### config.mk
export PLATFORM = sky130hd
export DESIGN_NAME = pwm_chan
export DESIGN_NICKNAME = d
export VERILOG_FILES = /design/src/rtl/pwm_chan_pkg.sv /design/src/rtl/pwm_prescale.sv /design/src/rtl/pwm_count.sv /design/src/rtl/pwm_pinctl.sv /design/src/rtl/pwm_chan.sv
export SDC_FILE = /design/constraint.sdc
export NUM_CORES = 1
export LEC_CHECK = 0
export BUFFER_PORTS_ARGS = -buffer_cell sky130_fd_sc_hd__buf_2
export CORE_ASPECT_RATIO = 0.8
export CORE_MARGIN = 5
export CORE_UTILIZATION = 40
export DETAILED_ROUTE_END_ITERATION = 10
export PLACE_DENSITY = 0.58
export RECOVER_POWER = 50
export SYNTH_ARGS = -nofsm -noshare
export SYNTH_HDL_FRONTEND = slang
export SYNTH_SLANG_ARGS = --single-unit
export TNS_END_PERCENT = 5
### constraint.sdc
create_clock -name clk -period 3.2 [get_ports clk]
set_input_delay 0.96 -clock clk [delete_from_list [all_inputs] [get_ports clk]]
set_output_delay 0.96 -clock clk [all_outputs]
set_load 0.1 [all_outputs]
### src/rtl/pwm_chan_pkg.sv
package pwm_chan_pkg;

    localparam int CNT_W    = 16;
    localparam int PSC_W    = 6;
    localparam int CLR_BIT  = 9;
    localparam int STOP_BIT = 10;

    typedef enum logic [1:0] {
        DIV1  = 2'd0,
        DIV4  = 2'd1,
        DIV16 = 2'd2,
        DIV64 = 2'd3
    } clk_div_e;

    typedef enum logic [1:0] {
        SRC_START  = 2'd0,
        SRC_BORROW = 2'd1,
        SRC_MATCH  = 2'd2,
        SRC_EITHER = 2'd3
    } irq_src_e;

    typedef enum logic [1:0] {
        ADDR_CYCLE = 2'd0,
        ADDR_DUTY  = 2'd1,
        ADDR_CTRL  = 2'd2
    } reg_addr_e;

    // stored control fields, bit 0 at the bottom
    typedef struct packed {
        logic     restart_en;  // 8
        logic     invert;      // 7
        logic     fix_lvl;     // 6
        logic     fix_en;      // 5
        logic     irq_en;      // 4
        irq_src_e src;         // 3:2
        clk_div_e div;         // 1:0
    } ctrl_t;

    localparam int CTRL_W = $bits(ctrl_t);

    typedef struct packed {
        logic start;
        logic stop;
        logic match;
        logic borrow;
    } evt_t;

    function automatic logic [PSC_W-1:0] div_limit(clk_div_e d);
        case (d)
            DIV1:    return PSC_W'(0);
            DIV4:    return PSC_W'(3);
            DIV16:   return PSC_W'(15);
            default: return PSC_W'(63);
        endcase
    endfunction

endpackage

### src/rtl/pwm_prescale.sv
module pwm_prescale
    import pwm_chan_pkg::*;
(
    input  logic     clk,
    input  logic     rst,
    input  logic     run,
    input  logic     clr,
    input  clk_div_e div,
    output logic     tick
);

    logic [PSC_W-1:0] psc_q;
    logic [PSC_W-1:0] lim;

    assign lim  = div_limit(div);
    assign tick = run && !clr && (psc_q == lim);

    always_ff @(posedge clk) begin
        if (rst || clr || !run) begin
            psc_q <= '0;
        end else if (tick) begin
            psc_q <= '0;
        end else begin
            psc_q <= psc_q + 1'b1;
        end
    end

endmodule

### src/rtl/pwm_count.sv
module pwm_count #(
    parameter int W = 16
) (
    input  logic         clk,
    input  logic         rst,
    input  logic         start,
    input  logic         stop,
    input  logic         tick,
    input  logic [W-1:0] cyc_buf,
    input  logic [W-1:0] duty_buf,
    output logic [W-1:0] count,
    output logic         running,
    output logic         match,
    output logic         borrow
);

    logic [W-1:0] cnt_q;
    logic [W-1:0] duty_act_q;
    logic         run_q;
    logic         step;

    assign step    = tick && !start && !stop;
    assign borrow  = step && (cnt_q == '0);
    assign match   = step && (cnt_q == duty_act_q);
    assign count   = cnt_q;
    assign running = run_q;

    always_ff @(posedge clk) begin
        if (rst) begin
            cnt_q      <= '1;
            duty_act_q <= '1;
            run_q      <= 1'b0;
        end else if (stop) begin
            run_q <= 1'b0;
        end else if (start) begin
            run_q      <= 1'b1;
            cnt_q      <= cyc_buf;
            duty_act_q <= duty_buf;
        end else if (borrow) begin
            cnt_q      <= cyc_buf;
            duty_act_q <= duty_buf;
        end else if (step) begin
            cnt_q <= cnt_q - 1'b1;
        end
    end

endmodule

### src/rtl/pwm_pinctl.sv
module pwm_pinctl
    import pwm_chan_pkg::*;
(
    input  logic  clk,
    input  logic  rst,
    input  evt_t  evt,
    input  logic  clr_flag,
    input  ctrl_t ctrl,
    output logic  raw,
    output logic  pwm_o,
    output logic  irq_o,
    output logic  dma_o
);

    logic raw_q;
    logic flag_q;
    logic dma_q;
    logic sel_evt;

    always_comb begin
        case (ctrl.src)
            SRC_START:  sel_evt = evt.start;
            SRC_BORROW: sel_evt = evt.borrow;
            SRC_MATCH:  sel_evt = evt.match;
            default:    sel_evt = evt.borrow || evt.match;
        endcase
    end

    always_ff @(posedge clk) begin
        if (rst) begin
            raw_q  <= 1'b0;
            flag_q <= 1'b0;
            dma_q  <= 1'b0;
        end else begin
            if (evt.stop || evt.start) begin
                raw_q <= 1'b0;
            end else if (evt.match) begin
                raw_q <= 1'b1;
            end else if (evt.borrow) begin
                raw_q <= 1'b0;
            end

            if (sel_evt) begin
                flag_q <= 1'b1;
            end else if (clr_flag) begin
                flag_q <= 1'b0;
            end

            dma_q <= sel_evt && ctrl.irq_en;
        end
    end

    assign raw   = raw_q;
    assign pwm_o = ctrl.fix_en ? ctrl.fix_lvl : (raw_q ^ ctrl.invert);
    assign irq_o = flag_q && ctrl.irq_en;
    assign dma_o = dma_q;

endmodule

### src/rtl/pwm_chan.sv
module pwm_chan
    import pwm_chan_pkg::*;
#(
    parameter int W = CNT_W
) (
    input  logic         clk,
    input  logic         rst,
    input  logic         wr_en,
    input  logic [1:0]   wr_addr,
    input  logic [W-1:0] wr_data,
    input  logic         trig,
    output logic [W-1:0] count_o,
    output logic         pwm_o,
    output logic         irq_o,
    output logic         dma_o
);

    logic [W-1:0] cyc_buf;
    logic [W-1:0] duty_buf;
    ctrl_t        ctrl_q;
    logic         ctrl_wr;
    logic         stop;
    logic         clr_flag;
    logic         start;
    logic         running;
    logic         tick;
    logic         match;
    logic         borrow;
    logic         raw;
    evt_t         evt;

    assign ctrl_wr  = wr_en && (wr_addr == ADDR_CTRL);
    assign stop     = ctrl_wr && wr_data[STOP_BIT];
    assign clr_flag = ctrl_wr && wr_data[CLR_BIT];
    assign start    = trig && !stop && (!running || ctrl_q.restart_en);

    always_ff @(posedge clk) begin
        if (rst) begin
            cyc_buf  <= '1;
            duty_buf <= '1;
            ctrl_q   <= '0;
        end else if (wr_en) begin
            case (wr_addr)
                ADDR_CYCLE: cyc_buf  <= wr_data;
                ADDR_DUTY:  duty_buf <= wr_data;
                ADDR_CTRL:  ctrl_q   <= ctrl_t'(wr_data[CTRL_W-1:0]);
                default:    ;
            endcase
        end
    end

    pwm_prescale psc_i (
        .clk  (clk),
        .rst  (rst),
        .run  (running),
        .clr  (start),
        .div  (ctrl_q.div),
        .tick (tick)
    );

    pwm_count #(.W(W)) cnt_i (
        .clk      (clk),
        .rst      (rst),
        .start    (start),
        .stop     (stop),
        .tick     (tick),
        .cyc_buf  (cyc_buf),
        .duty_buf (duty_buf),
        .count    (count_o),
        .running  (running),
        .match    (match),
        .borrow   (borrow)
    );

    assign evt = '{start: start, stop: stop, match: match, borrow: borrow};

    pwm_pinctl pin_i (
        .clk      (clk),
        .rst      (rst),
        .evt      (evt),
        .clr_flag (clr_flag),
        .ctrl     (ctrl_q),
        .raw      (raw),
        .pwm_o    (pwm_o),
        .irq_o    (irq_o),
        .dma_o    (dma_o)
    );

endmodule

Yosys cells after proc, flatten, opt, wreduce, memory -nomap -nowiden. Index checks and enable logic that the tools add are counted.

Mux-type cells: 12. Equal/unequal tests: 8. Bitwise gates (word level): 2. $add $sub $neg: 2. Reduce and logical (&&, ||, !) cells: 37.

Operator list (count): two-way mux 16 bit (5); one-hot mux 6 bit (3 select lines) (1); equality test 16 bit (1); logical NOT 16 bit (1); subtractor 16 x 1 -> 16 bit (second input constant) (1); logical AND 1 bit (13); AND reduction 2 bit (5); adder 6 x 1 -> 6 bit (second input constant) (1); equality test 2 x 1 -> 1 bit (second input constant) (3); equality test 2 bit (second input constant) (3); equality test 6 bit (1); logical NOT 2 bit (3); nonzero test 2 bit (3); OR reduction 2 bit (3); logical OR 1 bit (5); two-way mux 1 bit (5); logical NOT 1 bit (3); one-hot mux 1 bit (3 select lines) (1); nonzero test 3 bit (1); inverter 1 bit (1); XOR 1 bit (1).

Register bits: 83. Word-level logic and storage cells: 77. Output and inout port bits: 19. Input port bits: 22.

Depth between registers and ports, before layout.
Depth after elaboration: 15. Gate-level depth with buffers: 9. Gate-level depth less buffers: 7.

By module. Synthesis repeated with hierarchy kept, for this count alone.

Cell total of the unflattened synthesis: 465. Area, all modules: 4092.7 um^2.

Modules (own cells, without submodules): pwm_count (area each 1956.9 um^2, cells each 240, times used 1); pwm_chan (area each 1660.3 um^2, cells each 169, times used 1); pwm_prescale (area each 332.8 um^2, cells each 40, times used 1); pwm_pinctl (area each 142.6 um^2, cells each 16, times used 1).

Least setup slack after synthesis. OpenSTA, ideal clock, no wires.

Path kind: register -> output. From: register ctrl_q[7] (netlist name). To: output pwm_o. Setup slack: -279 ps. Buffers on the path: 0. Data arrival time: 2519 ps. Stages on the path, launching flop included: 3. Cell sequence: dfxtp_1 -> xnor2_1 -> o21ai_0.

Cells in the longest elaborated chain, start to end: 2.

Ends and longest elaborated chain: from (decl) (RTL line pwm_chan.sv:20) `ctrl_t ctrl_q;`; from (signal assigned) (RTL line pwm_chan.sv:46) `ADDR_CTRL: ctrl_q <= ctrl_t'(wr_data[CTRL_W-1:0]);`; XOR 1 bit (RTL line pwm_pinctl.sv:54) `assign pwm_o = ctrl.fix_en ? ctrl.fix_lvl : (raw_q ^ ctrl.invert);`; two-way mux 1 bit (RTL line pwm_pinctl.sv:54); to (decl) (RTL line pwm_chan.sv:13) `output logic pwm_o,`.

Every way passes these cells.

==> impl_metrics.json <==
{
  "vdd_ir_max_mv": 0.3123,
  "dieWidth_um": 116.9,
  "row_count": 31,
  "accumulated_negative_setup_slack_ps": 0,
  "drc": 0,
  "worstMarginPinSlew_ps": 1660,
  "p_leak_nw": 1.706,
  "criticalPathCategory": "in -> reg",
  "violations": "max-capacitance violations, max-slew violations",
  "yosys-top-cells-count": "nand2_1 (116), dfxtp_1 (83), nand3_1 (44)",
  "timing.final.hold_violations": 0,
  "postSynthRegisterBits": 83,
  "yosys.cell_types.count": 58,
  "final_period_minus_worst_setup_slack_ps": 2707,
  "warnings_synthesis": 0,
  "via_count_of_the_first_global_routing_pass": 3068,
  "maximum_clock_frequency_ghz": 0.3694,
  "die_area_mm2": 0.01116,
  "post-place-ws_ps": 447.8,
  "place.gp.congestion": 0.9499,
  "mappedNetlistArea_mm2": 0.003656,
  "report.final.slew_viol_count": 38,
  "detail_route.wl_per_cell_um": 16.90,
  "synthesis.nets": 467,
  "slowest_stage": "clkbuf_1",
  "placed_cells": 585,
  "syn2layout_area_growth_pct": 16.12,
  "diodes": 0,
  "vias_per_cell": 5.458,
  "cts_tree": "built",
  "rsz0062_at_grt": "false",
  "cts_htree_levels": 3,
  "worst-path-max-fanout": 37,
  "timing.slew.headroom": -0.1065,
  "post-synth-top-count-cell": "nand2_1",
  "post_synthesis_cell_count": 443,
  "post_route_cells_drive_above_1_share": 0.1461,
  "floorplan.io_pins": 41,
  "floorplan.core_area_mm2": 0.008999,
  "die_height_um": 95.51,
  "required_time_reported_for_the_critical_path_endpoint_ps": 3420,
  "cp.arrival_ps": 2930,
  "finClkSkew_ps": 8.383,
  "final_min_period_over_clock_period": 0.8459,
  "grt_antenna_before_repair": 0,
  "global_route.overflow_total": 0,
  "count_of_flip_flops_with_a_built_in_enable_after_synthesis": 0,
  "status": "complete, but fails checks",
  "max-clock-path-buffers": 2,
  "insertion_delay_ps": 330,
  "finish.cell_count_without_fillers": 601,
  "timing.final.ws_setup_ps": 493.2,
  "cts_post_setup_buffers_inserted": 0,
  "cts_hold_buf": 0,
  "ant_nets": 0,
  "post_synth_main_area_contributors": "dfxtp_1 (45%), nand2_1 (12%), nand3_1 (6.0%)",
  "synth_seq_area_share": 0.4545,
  "dp.final_hpwl_um": 7451,
  "port_buffers": 40,
  "power-per-cell-area_mw_per_mm2": 586.2,
  "route.final.wire_length_um": 10160,
  "cts_resized": 0,
  "synth.top_cell.area_share": 0.4545,
  "power_mw": 2.488,
  "post_synth.cell_area_avg_um2": 8.253,
  "initial_util": 0.4063,
  "post-route-util": 0.4718,
  "final_stage_net_count": 505,
  "setup_viol_count_final": 0,
  "startpoint_type": "primary input",
  "cts-buffers-inserted": 9,
  "grt_first_pass_wirelength_um": 16360,
  "global_route.usage.total": 0.1932,
  "cts_root_buffer": "clkbuf_16",
  "cts_sinks": 83,
  "max-cap-violations": 1,
  "drtPass1Iterations": 5,
  "synthFlopType": "dfxtp_1",
  "vias": 3280,
  "first_iter_violations": 274,
  "path_cells": "buf_2 -> inv_1 -> clkbuf_1 -> nand2_1 -> o32a_1",
  "synth.largest_area_cell": "dfxtp_1",
  "slowest_delay_ps": 1200,
  "asyncSetResetFlopFracSynth": 0,
  "timing.critical_path.to_type": "register",
  "grt_max_degree": 38,
  "hold_path.class": "reg -> reg",
  "clkTransAtPathRegs_ps": 70
}
-- report_power, final --
part / switching, mW / leakage, nW / internal, mW
registers: 0.0572 / 0.681 / 1.09
logic: 0.249 / 0.886 / 0.110
clock network: 0.433 / 0.139 / 0.554
-- critical path: cells and delay by family --
family	cells	cell delay, ps
buffers and inverters	3	1580
AOI/OAI and AO/OA	1	220
and+or+nand+nor	1	140
-- area by class of cell --
class	instances	area (um^2)
flip-flops and latches	83	1662
well taps	115	143.9
inverters	6	22.52
multi-input cells	328	1856
clock inverters	6	47.55
clock buffers	10	239.0
fillers	912	4753
repair buffers	53	275.3
-- metal layers --
metal  wire length [um]  share of wire  track usage
met5                  0              0            0
met4                204          0.020      0.05922
met3                718          0.071      0.04886
met1               5309           0.52       0.2990
met2               3925           0.39       0.2576
-- placed cells by master (no fill, tap or decap), types with 2 or more instances in the layout --
| cell type | count |
|---|---|
| buf_2 | 37 |
| clkinv_4 | 2 |
| xor2_1 | 4 |
| nand4_1 | 10 |
| a211o_1 | 2 |
| inv_1 | 6 |
| o21a_1 | 3 |
| inv_6 | 2 |
| a21oi_1 | 21 |
| xnor2_1 | 18 |
| and3_1 | 3 |
| mux2i_1 | 17 |
| nand3_1 | 44 |
| nand2_1 | 116 |
| clkbuf_16 | 9 |
| and2_1 | 4 |
| ha_1 | 2 |
| o21ai_0 | 13 |
| o211ai_1 | 2 |
| nor3_1 | 9 |
| dfxtp_1 | 83 |
| nor4_1 | 6 |
| a31oi_1 | 4 |
| buf_4 | 8 |
| o21bai_1 | 2 |
| nor2_1 | 14 |
| a32oi_1 | 2 |
| clkbuf_1 | 8 |
-- cell families (layout without fill, tap and decap cells) --
logic type / Yosys count / after routing / share of synthesized area
adders and majority gates: 2 / 2 / 0.006844
muxes: 17 / 17 / 0.04654
and+or+nand+nor: 219 / 219 / 0.2789
AOI/OAI and AO/OA: 68 / 68 / 0.1225
xor gates and xnor gates: 22 / 22 / 0.05270
DFF: 83 / 83 / 0.4545
buffers and inverters: 32 / 75 / 0.03799
-- sequential cells by signal, indices dropped and copies added, names as in the netlist --
name              count
cyc_buf              16
psc_i.psc_q           6
cnt_i.duty_act_q     16
duty_buf             16
pin_i.flag_q          1
cnt_i.running         1
ctrl_q                9
pin_i.dma_o           1
pin_i.raw             1
cnt_i.count          16
-- stage by stage --
step / hold WS [ps] / area, um^2
after floorplan: 432.8 / 3656
after global placement: 444.9 / 3986
after detailed placement: 456.7 / 3986
after CTS: 465.7 / 4273
after global routing: 485.0 / 4245
final: 465.4 / 4245
-- final timing paths --
check	start	end	slack [ps]	cells past startpoint
max	rst	cnt_i.count[7]	490	5
min	ctrl_q[6]	ctrl_q[6]	470	2
max reg2reg	cnt_i.count[0]	cnt_i.count[4]	790	9
min reg2reg	ctrl_q[6]	ctrl_q[6]	470	2
Power figures use the tool's default switching activity.
